### config.mk
export PLATFORM = sky130hd
export DESIGN_NAME = dodec_dwell_calc
export DESIGN_NICKNAME = d
export VERILOG_FILES = /design/src/rtl/dwell_pkg.sv /design/src/rtl/dwell_sort.sv /design/src/rtl/dwell_scale.sv /design/src/rtl/dwell_limit.sv /design/src/rtl/dodec_dwell_calc.sv
export SDC_FILE = /design/constraint.sdc
export NUM_CORES = 2
export LEC_CHECK = 0
export BUFFER_PORTS_ARGS = -buffer_cell sky130_fd_sc_hd__clkbuf_2
export CAP_MARGIN = 20
export CELL_PAD_IN_SITES_DETAIL_PLACEMENT = 1
export CELL_PAD_IN_SITES_GLOBAL_PLACEMENT = 2
export CORE_ASPECT_RATIO = 0.6
export CORE_UTILIZATION = 45
export CTS_CLUSTER_DIAMETER = 200
export DETAILED_ROUTE_END_ITERATION = 12
export PLACE_DENSITY = 0.91
export SLEW_MARGIN = 20
export SYNTH_ARGS = -nofsm -noshare
export SYNTH_HDL_FRONTEND = slang
export SYNTH_SLANG_ARGS = --single-unit
### constraint.sdc
create_clock -name clk -period 16.3 [get_ports clk]
set_input_delay 3.26 -clock clk [delete_from_list [all_inputs] [get_ports clk]]
set_output_delay 3.26 -clock clk [all_outputs]
set_load 0.005 [all_outputs]
### src/rtl/dwell_pkg.sv
package dwell_pkg;
    typedef enum logic [2:0] {
        SEC_NONE = 3'd0,
        SEC_1    = 3'd1,
        SEC_2    = 3'd2,
        SEC_3    = 3'd3,
        SEC_4    = 3'd4,
        SEC_5    = 3'd5,
        SEC_6    = 3'd6
    } sector_e;
endpackage

### src/rtl/dwell_sort.sv
// Orders the three phase samples, names the sector and forms the two
// parity-swapped differences that feed the dwell-time scaling.
module dwell_sort
    import dwell_pkg::*;
#(
    parameter int W = 16
) (
    input  logic signed [W-1:0] a,
    input  logic signed [W-1:0] b,
    input  logic signed [W-1:0] c,
    output sector_e             sector,
    output logic [W:0]          d1,
    output logic [W:0]          d2
);
    localparam int DW = W + 2;

    logic              a_ge_b, a_ge_c, b_ge_c;
    logic signed [DW-1:0] vmax, vmid, vmin;
    logic signed [DW-1:0] hi_diff, lo_diff;

    // ties resolve toward the lower-indexed phase
    assign a_ge_b = (a >= b);
    assign a_ge_c = (a >= c);
    assign b_ge_c = (b >= c);

    always_comb begin
        sector = SEC_1;
        vmax   = DW'(a);
        vmid   = DW'(b);
        vmin   = DW'(c);
        unique case ({a_ge_b, a_ge_c, b_ge_c})
            3'b111: begin sector = SEC_1; vmax = DW'(a); vmid = DW'(b); vmin = DW'(c); end
            3'b001: begin sector = SEC_2; vmax = DW'(b); vmid = DW'(c); vmin = DW'(a); end
            3'b100: begin sector = SEC_3; vmax = DW'(c); vmid = DW'(a); vmin = DW'(b); end
            3'b110: begin sector = SEC_4; vmax = DW'(a); vmid = DW'(c); vmin = DW'(b); end
            3'b000: begin sector = SEC_5; vmax = DW'(c); vmid = DW'(b); vmin = DW'(a); end
            3'b011: begin sector = SEC_6; vmax = DW'(b); vmid = DW'(a); vmin = DW'(c); end
            default: begin sector = SEC_1; vmax = DW'(a); vmid = DW'(b); vmin = DW'(c); end
        endcase
    end

    assign hi_diff = vmax - vmid;
    assign lo_diff = vmid - vmin;

    // odd sectors: T1 from upper gap; even sectors: swapped
    always_comb begin
        if (sector[0]) begin
            d1 = hi_diff[W:0];
            d2 = lo_diff[W:0];
        end else begin
            d1 = lo_diff[W:0];
            d2 = hi_diff[W:0];
        end
    end
endmodule

### src/rtl/dwell_scale.sv
// Multiplies a phase gap by the period and by the reciprocal of the
// hexagon radius, then drops the fractional bits.
module dwell_scale #(
    parameter int          DIFF_W = 17,
    parameter int          TW     = 16,
    parameter int          FRAC   = 24,
    parameter longint      RECIP  = 839,
    parameter int          PROD_W = 58,
    parameter int          RAW_W  = 34
) (
    input  logic [DIFF_W-1:0] diff,
    input  logic [TW-1:0]     ts,
    output logic [RAW_W-1:0]  raw
);
    logic [PROD_W-1:0] prod;

    assign prod = PROD_W'(ts) * PROD_W'(diff) * PROD_W'(RECIP);
    assign raw  = prod[PROD_W-1:FRAC];
endmodule

### src/rtl/dwell_limit.sv
// Clamps the dwell pair into the period and classifies the half-sector.
module dwell_limit #(
    parameter int TW    = 16,
    parameter int RAW_W = 34
) (
    input  logic [RAW_W-1:0] raw1,
    input  logic [RAW_W-1:0] raw2,
    input  logic [TW-1:0]    ts,
    output logic [TW-1:0]    t1,
    output logic [TW-1:0]    t2,
    output logic             first_half
);
    logic [TW-1:0] room;

    assign t1         = (raw1 > RAW_W'(ts)) ? ts : raw1[TW-1:0];
    assign room       = ts - t1;
    assign t2         = (raw2 > RAW_W'(room)) ? room : raw2[TW-1:0];
    assign first_half = (raw1 > raw2);
endmodule

### src/rtl/dodec_dwell_calc.sv
// Three-stage pipeline: sort -> scale -> clamp.
module dodec_dwell_calc
    import dwell_pkg::*;
#(
    parameter int W    = 16,
    parameter int TW   = 16,
    parameter int FRAC = 24,
    parameter int VHEX = 20000
) (
    input  logic                clk,
    input  logic                rst_n,
    input  logic                in_valid,
    input  logic signed [W-1:0] va,
    input  logic signed [W-1:0] vb,
    input  logic signed [W-1:0] vc,
    input  logic [TW-1:0]       ts,
    output logic                out_done,
    output logic [2:0]          out_sector,
    output logic [TW-1:0]       out_t1,
    output logic [TW-1:0]       out_t2,
    output logic                out_first_half
);
    localparam int     DIFF_W  = W + 1;
    localparam longint RECIP   = ((longint'(1) << FRAC) + VHEX / 2) / VHEX;
    localparam int     RECIP_W = FRAC + 1;
    localparam int     PROD_W  = DIFF_W + TW + RECIP_W;
    localparam int     RAW_W   = PROD_W - FRAC;
    localparam int     NCH     = 2;

    // stage 1: ordering
    sector_e           sort_sector;
    logic [DIFF_W-1:0] sort_d [NCH];

    dwell_sort #(.W(W)) u_sort (
        .a      (va),
        .b      (vb),
        .c      (vc),
        .sector (sort_sector),
        .d1     (sort_d[0]),
        .d2     (sort_d[1])
    );

    logic              s1_vld;
    sector_e           s1_sector;
    logic [DIFF_W-1:0] s1_d [NCH];
    logic [TW-1:0]     s1_ts;

    always_ff @(posedge clk) begin
        if (!rst_n) begin
            s1_vld    <= 1'b0;
            s1_sector <= SEC_1;
            s1_ts     <= '0;
            s1_d[0]   <= '0;
            s1_d[1]   <= '0;
        end else begin
            s1_vld <= in_valid;
            if (in_valid) begin
                s1_sector <= sort_sector;
                s1_ts     <= ts;
                s1_d[0]   <= sort_d[0];
                s1_d[1]   <= sort_d[1];
            end
        end
    end

    // stage 2: scaling, one multiplier per channel
    logic [RAW_W-1:0] scl_raw [NCH];

    for (genvar k = 0; k < NCH; k++) begin : g_scale
        dwell_scale #(
            .DIFF_W (DIFF_W),
            .TW     (TW),
            .FRAC   (FRAC),
            .RECIP  (RECIP),
            .PROD_W (PROD_W),
            .RAW_W  (RAW_W)
        ) u_scale (
            .diff (s1_d[k]),
            .ts   (s1_ts),
            .raw  (scl_raw[k])
        );
    end

    logic             s2_vld;
    sector_e          s2_sector;
    logic [RAW_W-1:0] s2_raw [NCH];
    logic [TW-1:0]    s2_ts;

    always_ff @(posedge clk) begin
        if (!rst_n) begin
            s2_vld    <= 1'b0;
            s2_sector <= SEC_1;
            s2_ts     <= '0;
            s2_raw[0] <= '0;
            s2_raw[1] <= '0;
        end else begin
            s2_vld <= s1_vld;
            if (s1_vld) begin
                s2_sector <= s1_sector;
                s2_ts     <= s1_ts;
                s2_raw[0] <= scl_raw[0];
                s2_raw[1] <= scl_raw[1];
            end
        end
    end

    // stage 3: clamping and result registers
    logic [TW-1:0] lim_t1, lim_t2;
    logic          lim_half;

    dwell_limit #(.TW(TW), .RAW_W(RAW_W)) u_limit (
        .raw1       (s2_raw[0]),
        .raw2       (s2_raw[1]),
        .ts         (s2_ts),
        .t1         (lim_t1),
        .t2         (lim_t2),
        .first_half (lim_half)
    );

    always_ff @(posedge clk) begin
        if (!rst_n) begin
            out_done       <= 1'b0;
            out_sector     <= 3'(SEC_1);
            out_t1         <= '0;
            out_t2         <= '0;
            out_first_half <= 1'b0;
        end else begin
            out_done <= s2_vld;
            if (s2_vld) begin
                out_sector     <= 3'(s2_sector);
                out_t1         <= lim_t1;
                out_t2         <= lim_t2;
                out_first_half <= lim_half;
            end
        end
    end

    // result checks, beside the registers they watch
    assert_sector_code_R1: assert property (@(posedge clk) disable iff (!rst_n)
        out_done |-> (out_sector >= 3'd1 && out_sector <= 3'd6));

    assert_no_overflow_R7: assert property (@(posedge clk) disable iff (!rst_n)
        out_done |-> ((TW+1)'(out_t1) + (TW+1)'(out_t2) <= (TW+1)'($past(s2_ts))));

    assert_half_order_R6: assert property (@(posedge clk) disable iff (!rst_n)
        (out_done && out_first_half) |-> (out_t1 > out_t2));

    assert_latency_R8: assert property (@(posedge clk) disable iff (!rst_n)
        in_valid |-> ##3 out_done);

    assert_hold_R8: assert property (@(posedge clk) disable iff (!rst_n)
        !out_done |-> ($stable(out_t1) && $stable(out_t2) && $stable(out_sector)
                       && $stable(out_first_half)));
endmodule

==> impl_results.html <==
<table>
<tr><th>Metric</th><th>Value</th></tr>
<tr><th colspan="2">Run status</th></tr>
<tr><td>Run status</td><td>completed</td></tr>
<tr><th colspan="2">Worst hold path</th></tr>
<tr><td>Source of the worst hold timing path</td><td>out_t1[2]</td></tr>
<tr><td>WHS Endpoint</td><td>out_t1[2]</td></tr>
<tr><td>Hold-critical path depth</td><td>2</td></tr>
<tr><td>Path class of the lowest-slack min-delay path</td><td>reg -&gt; reg</td></tr>
<tr><th colspan="2">Critical path</th></tr>
<tr><td>Critical path required time</td><td>16.55 ns</td></tr>
<tr><td>Cell with the most instances on the worst path</td><td>fa_1</td></tr>
<tr><td>Critical R2R Capture</td><td>s2_raw[0][37]</td></tr>
<tr><td>Category of the critical setup timing path</td><td>reg -&gt; reg</td></tr>
<tr><td>Cells on worst reg2reg path</td><td>38</td></tr>
<tr><td>Startpoint of the worst register-to-register path</td><td>s1_ts[7]</td></tr>
<tr><td>Delay of the slowest cell on the worst path</td><td>0.80 ns</td></tr>
<tr><td>Signal arrival time at the worst endpoint</td><td>12.70 ns</td></tr>
<tr><td>Cell type of the slowest stage on the worst timing path</td><td>dfxtp_1</td></tr>
<tr><td>Category of the worst setup path capture point</td><td>flop</td></tr>
<tr><td>Worst reg2reg setup slack</td><td>3.85 ns</td></tr>
<tr><td>Kind of start point of the critical path</td><td>flop</td></tr>
<tr><td>Critical Path Fanout Max</td><td>21</td></tr>
<tr><th colspan="2">Die</th></tr>
<tr><td>Die area</td><td>91600 um^2</td></tr>
<tr><td>Number of rows in the core area</td><td>84</td></tr>
<tr><td>Core footprint</td><td>88500 um^2</td></tr>
<tr><td>Floorplan die height</td><td>235 um</td></tr>
<tr><td>I/O Pins</td><td>104</td></tr>
<tr><td>Initial core utilization</td><td>46.0%</td></tr>
<tr><td>Width of the die</td><td>390 um</td></tr>
<tr><th colspan="2">Routing</th></tr>
<tr><td>First-pass iteration count of the detailed router</td><td>8</td></tr>
<tr><td>DR WL/cell</td><td>21.5 um</td></tr>
<tr><td>DRC violation total after the first TritonRoute iteration</td><td>2279</td></tr>
<tr><td>Remaining DRCs</td><td>0</td></tr>
<tr><td>Number of nets with antenna violations after detailed routing</td><td>0</td></tr>
<tr><td>Per-cell via count in the routed design</td><td>5.49</td></tr>
<tr><td>Via count</td><td>32300</td></tr>
<tr><td>Total wire length</td><td>126000 um</td></tr>
<tr><th colspan="2">Global routing</th></tr>
<tr><td>Number of antenna violations at the first check in global routing</td><td>2</td></tr>
<tr><td>Via count of the first global-routing pass</td><td>34700</td></tr>
<tr><td>Pin count of the biggest net entering global routing</td><td>69</td></tr>
<tr><td>Overall routing resource usage</td><td>28.3%</td></tr>
<tr><td>Global-route wire length before repair</td><td>201000 um</td></tr>
<tr><td>Congestion Overflow GR</td><td>0</td></tr>
<tr><th colspan="2">Yosys</th></tr>
<tr><td>Share of the yosys chip area belonging to registers</td><td>9.10%</td></tr>
<tr><td>Async S/R FF share, synth</td><td>0%</td></tr>
<tr><td>Commonest register cell after synthesis</td><td>dfxtp_1</td></tr>
<tr><td>Netlist area before placement</td><td>40700 um^2</td></tr>
<tr><td>Yosys reg bits</td><td>149</td></tr>
<tr><td>Synthesis warning total</td><td>0</td></tr>
<tr><td>Post-synthesis cell type count</td><td>87</td></tr>
<tr><td>Syn Nets</td><td>5968</td></tr>
<tr><td>Post-Syn Instances</td><td>4658</td></tr>
<tr><td>Average instance area after synthesis</td><td>8.73 um^2</td></tr>
<tr><td>Number of flops mapped to enable cells by yosys</td><td>72</td></tr>
<tr><th colspan="2">STA</th></tr>
<tr><td>Max-Slew Margin vs Limit</td><td>28.1%</td></tr>
<tr><td>Count of endpoints failing hold in the final timing report</td><td>0</td></tr>
<tr><td>Final Skew</td><td>0.0188 ns</td></tr>
<tr><td>Post-Route Hold Slack</td><td>0.487 ns</td></tr>
<tr><td>Total negative slack</td><td>0 ns</td></tr>
<tr><td>RSZ-0062 raised after global routing</td><td>false</td></tr>
<tr><td>Share of the cycle needed by the critical path after routing</td><td>76.4%</td></tr>
<tr><td>Slew Limit Fails</td><td>0</td></tr>
<tr><td>Time the final worst path needs with I/O delays and setup</td><td>12.45 ns</td></tr>
<tr><td>F_max</td><td>80.3 MHz</td></tr>
<tr><td>Slew at the pin closest to its max-slew limit</td><td>1.08 ns</td></tr>
<tr><td>Number of endpoints failing setup at the final stage</td><td>0</td></tr>
<tr><th colspan="2">Clocking</th></tr>
<tr><td>Post-CTS Hold Buffers</td><td>0</td></tr>
<tr><td>CTS root buffer</td><td>clkbuf_16</td></tr>
<tr><td>Clock latency on the worst-skew pair</td><td>0.50 ns</td></tr>
<tr><td>Number of gates resized after CTS</td><td>0</td></tr>
<tr><td>CTS H-Tree Depth</td><td>4</td></tr>
<tr><td>Bufs on Longest Clock Path</td><td>2</td></tr>
<tr><td>Clock tree from TritonCTS</td><td>built</td></tr>
<tr><td>Sinks on Clock Net</td><td>149</td></tr>
<tr><td>Post-CTS Setup Bufs</td><td>0</td></tr>
<tr><td>Number of buffers inserted during clock tree synthesis</td><td>17</td></tr>
<tr><td>Clock-pin slew on the worst setup and hold paths</td><td>0.09 ns</td></tr>
<tr><th colspan="2">Final layout</th></tr>
<tr><td>Most common cell after layout, fill and taps aside</td><td>inv_1</td></tr>
<tr><td>Fraction of layout cells with a size suffix above 1</td><td>4.86%</td></tr>
<tr><td>Commonest non-fill, non-tap cells in the layout</td><td>inv_1, fa_1, ha_1, nand2_1, and2_1</td></tr>
<tr><td>Area growth syn-to-layout</td><td>5.47%</td></tr>
<tr><td>Final net count</td><td>5963</td></tr>
<tr><th colspan="2">Run</th></tr>
<tr><td>Number of max-capacitance violations reported</td><td>0</td></tr>
<tr><th colspan="2">Placement</th></tr>
<tr><td>Post-detail-place hpwl</td><td>106000 um</td></tr>
<tr><td>IO buf count</td><td>103</td></tr>
<tr><td>Gp weighted congestion</td><td>0.961</td></tr>
</table>
[per-layer routing]
metal / part of all wire (%) / GRT usage, %
met1: 49 / 43.8
met2: 41 / 39.6
met3: 9.0 / 7.64
met4: 1.1 / 3.83
met5: 0.095 / 0.935
[through the flow]
step / worst slack, ns / instances / util (%) / area (um^2)
final: 3.85 / 5872 / 48.5 / 42900
after global placement: 4.16 / 5838 / 47.8 / 42300
after global routing: 3.12 / 5870 / 48.5 / 42900
after CTS: 3.94 / 5870 / 48.5 / 42900
after floorplan: 5.86 / 4658 / - / 40700
after detailed placement: 3.99 / 5838 / 47.8 / 42300
[critical path, delay by kind of cell (launching register included)]
kind / cells / cell delay (ns)
AOI/OAI and AO/OA: 9 / 3.24
xor gates and xnor gates: 1 / 0.15
adders and majority gates: 13 / 5.85
buffers and inverters: 8 / 0.79
DFF: 1 / 0.80
and+or+nand+nor: 7 / 1.35
[state kept, by name, indices dropped and copies added (netlist names)]
signal and cells:
out_t1 16, out_t2 16, s2_vld 1, s1_d 34
s2_sector 3, out_done 1, s1_vld 1, out_sector 3
s2_ts 16, s2_raw 38, s1_sector 3, s1_ts 16
out_first_half 1
[worst max-delay path by stage]
stage                     depth (start not counted)  slack, ns     start            end
final                                            38       3.85  s1_ts[7]  s2_raw[0][37]
after global placement                           38       4.16  s1_ts[7]  s2_raw[0][37]
after detailed placement                         38       3.99  s1_ts[7]  s2_raw[0][37]
after global routing                             38       3.12  s1_ts[7]  s2_raw[0][37]
after CTS                                        38       3.94  s1_ts[7]  s2_raw[0][37]
after floorplan                                  42       5.86  s1_ts[7]  s2_raw[0][37]
[cell usage after synthesis (20+ instances only)]
master / instances / share of area [%]
nand4_1: 31 / 0.48
clkbuf_1: 146 / 1.3
a21o_1: 79 / 1.5
o21a_1: 26 / 0.48
nor2b_1: 30 / 0.46
and3_1: 22 / 0.34
o211ai_1: 20 / 0.37
nand2b_1: 29 / 0.45
xor2_1: 59 / 1.3
ha_1: 618 / 19
a21oi_1: 217 / 2.7
nand3_1: 50 / 0.62
xnor2_1: 112 / 2.4
nor2_1: 218 / 2.0
or3_1: 22 / 0.34
mux2i_1: 51 / 1.3
dfxtp_1: 77 / 3.8
and2_1: 269 / 4.1
inv_1: 1003 / 9.3
o21ai_0: 109 / 1.3
nand2_1: 445 / 4.1
edfxtp_1: 72 / 5.3
fa_1: 625 / 31
nor3_1: 54 / 0.66
a211oi_1: 39 / 0.72
[area by class of cell]
type | count | area (um^2)
diodes | 2 | 5.00
clock buffers | 17 | 425
clock inverters | 15 | 135
fillers | 10500 | 45600
inverters | 1005 | 3770
multi-input cells | 3341 | 32600
flip-flops and latches | 149 | 3700
well taps | 1204 | 1510
repair buffers | 139 | 786
[kinds of logic (layout without fill, tap and decap cells)]
kind of cell	after synthesis	count (layout)	share of synthesized area (%)
AO/OA/AOI/OAI	647	647	10.5
XOR/XNOR	172	172	3.72
adder cells (fa/ha/maj)	1243	1243	49.8
buffers and inverters	1168	1176	10.9
flip-flops	149	149	9.10
multiplexers	64	64	1.64
other	0	2	0
AND/OR/NAND/NOR	1215	1215	14.4
Power is left out: the tool's default activity adds up to more than one toggle a clock period on the data nets, which glitch-free logic cannot reach.
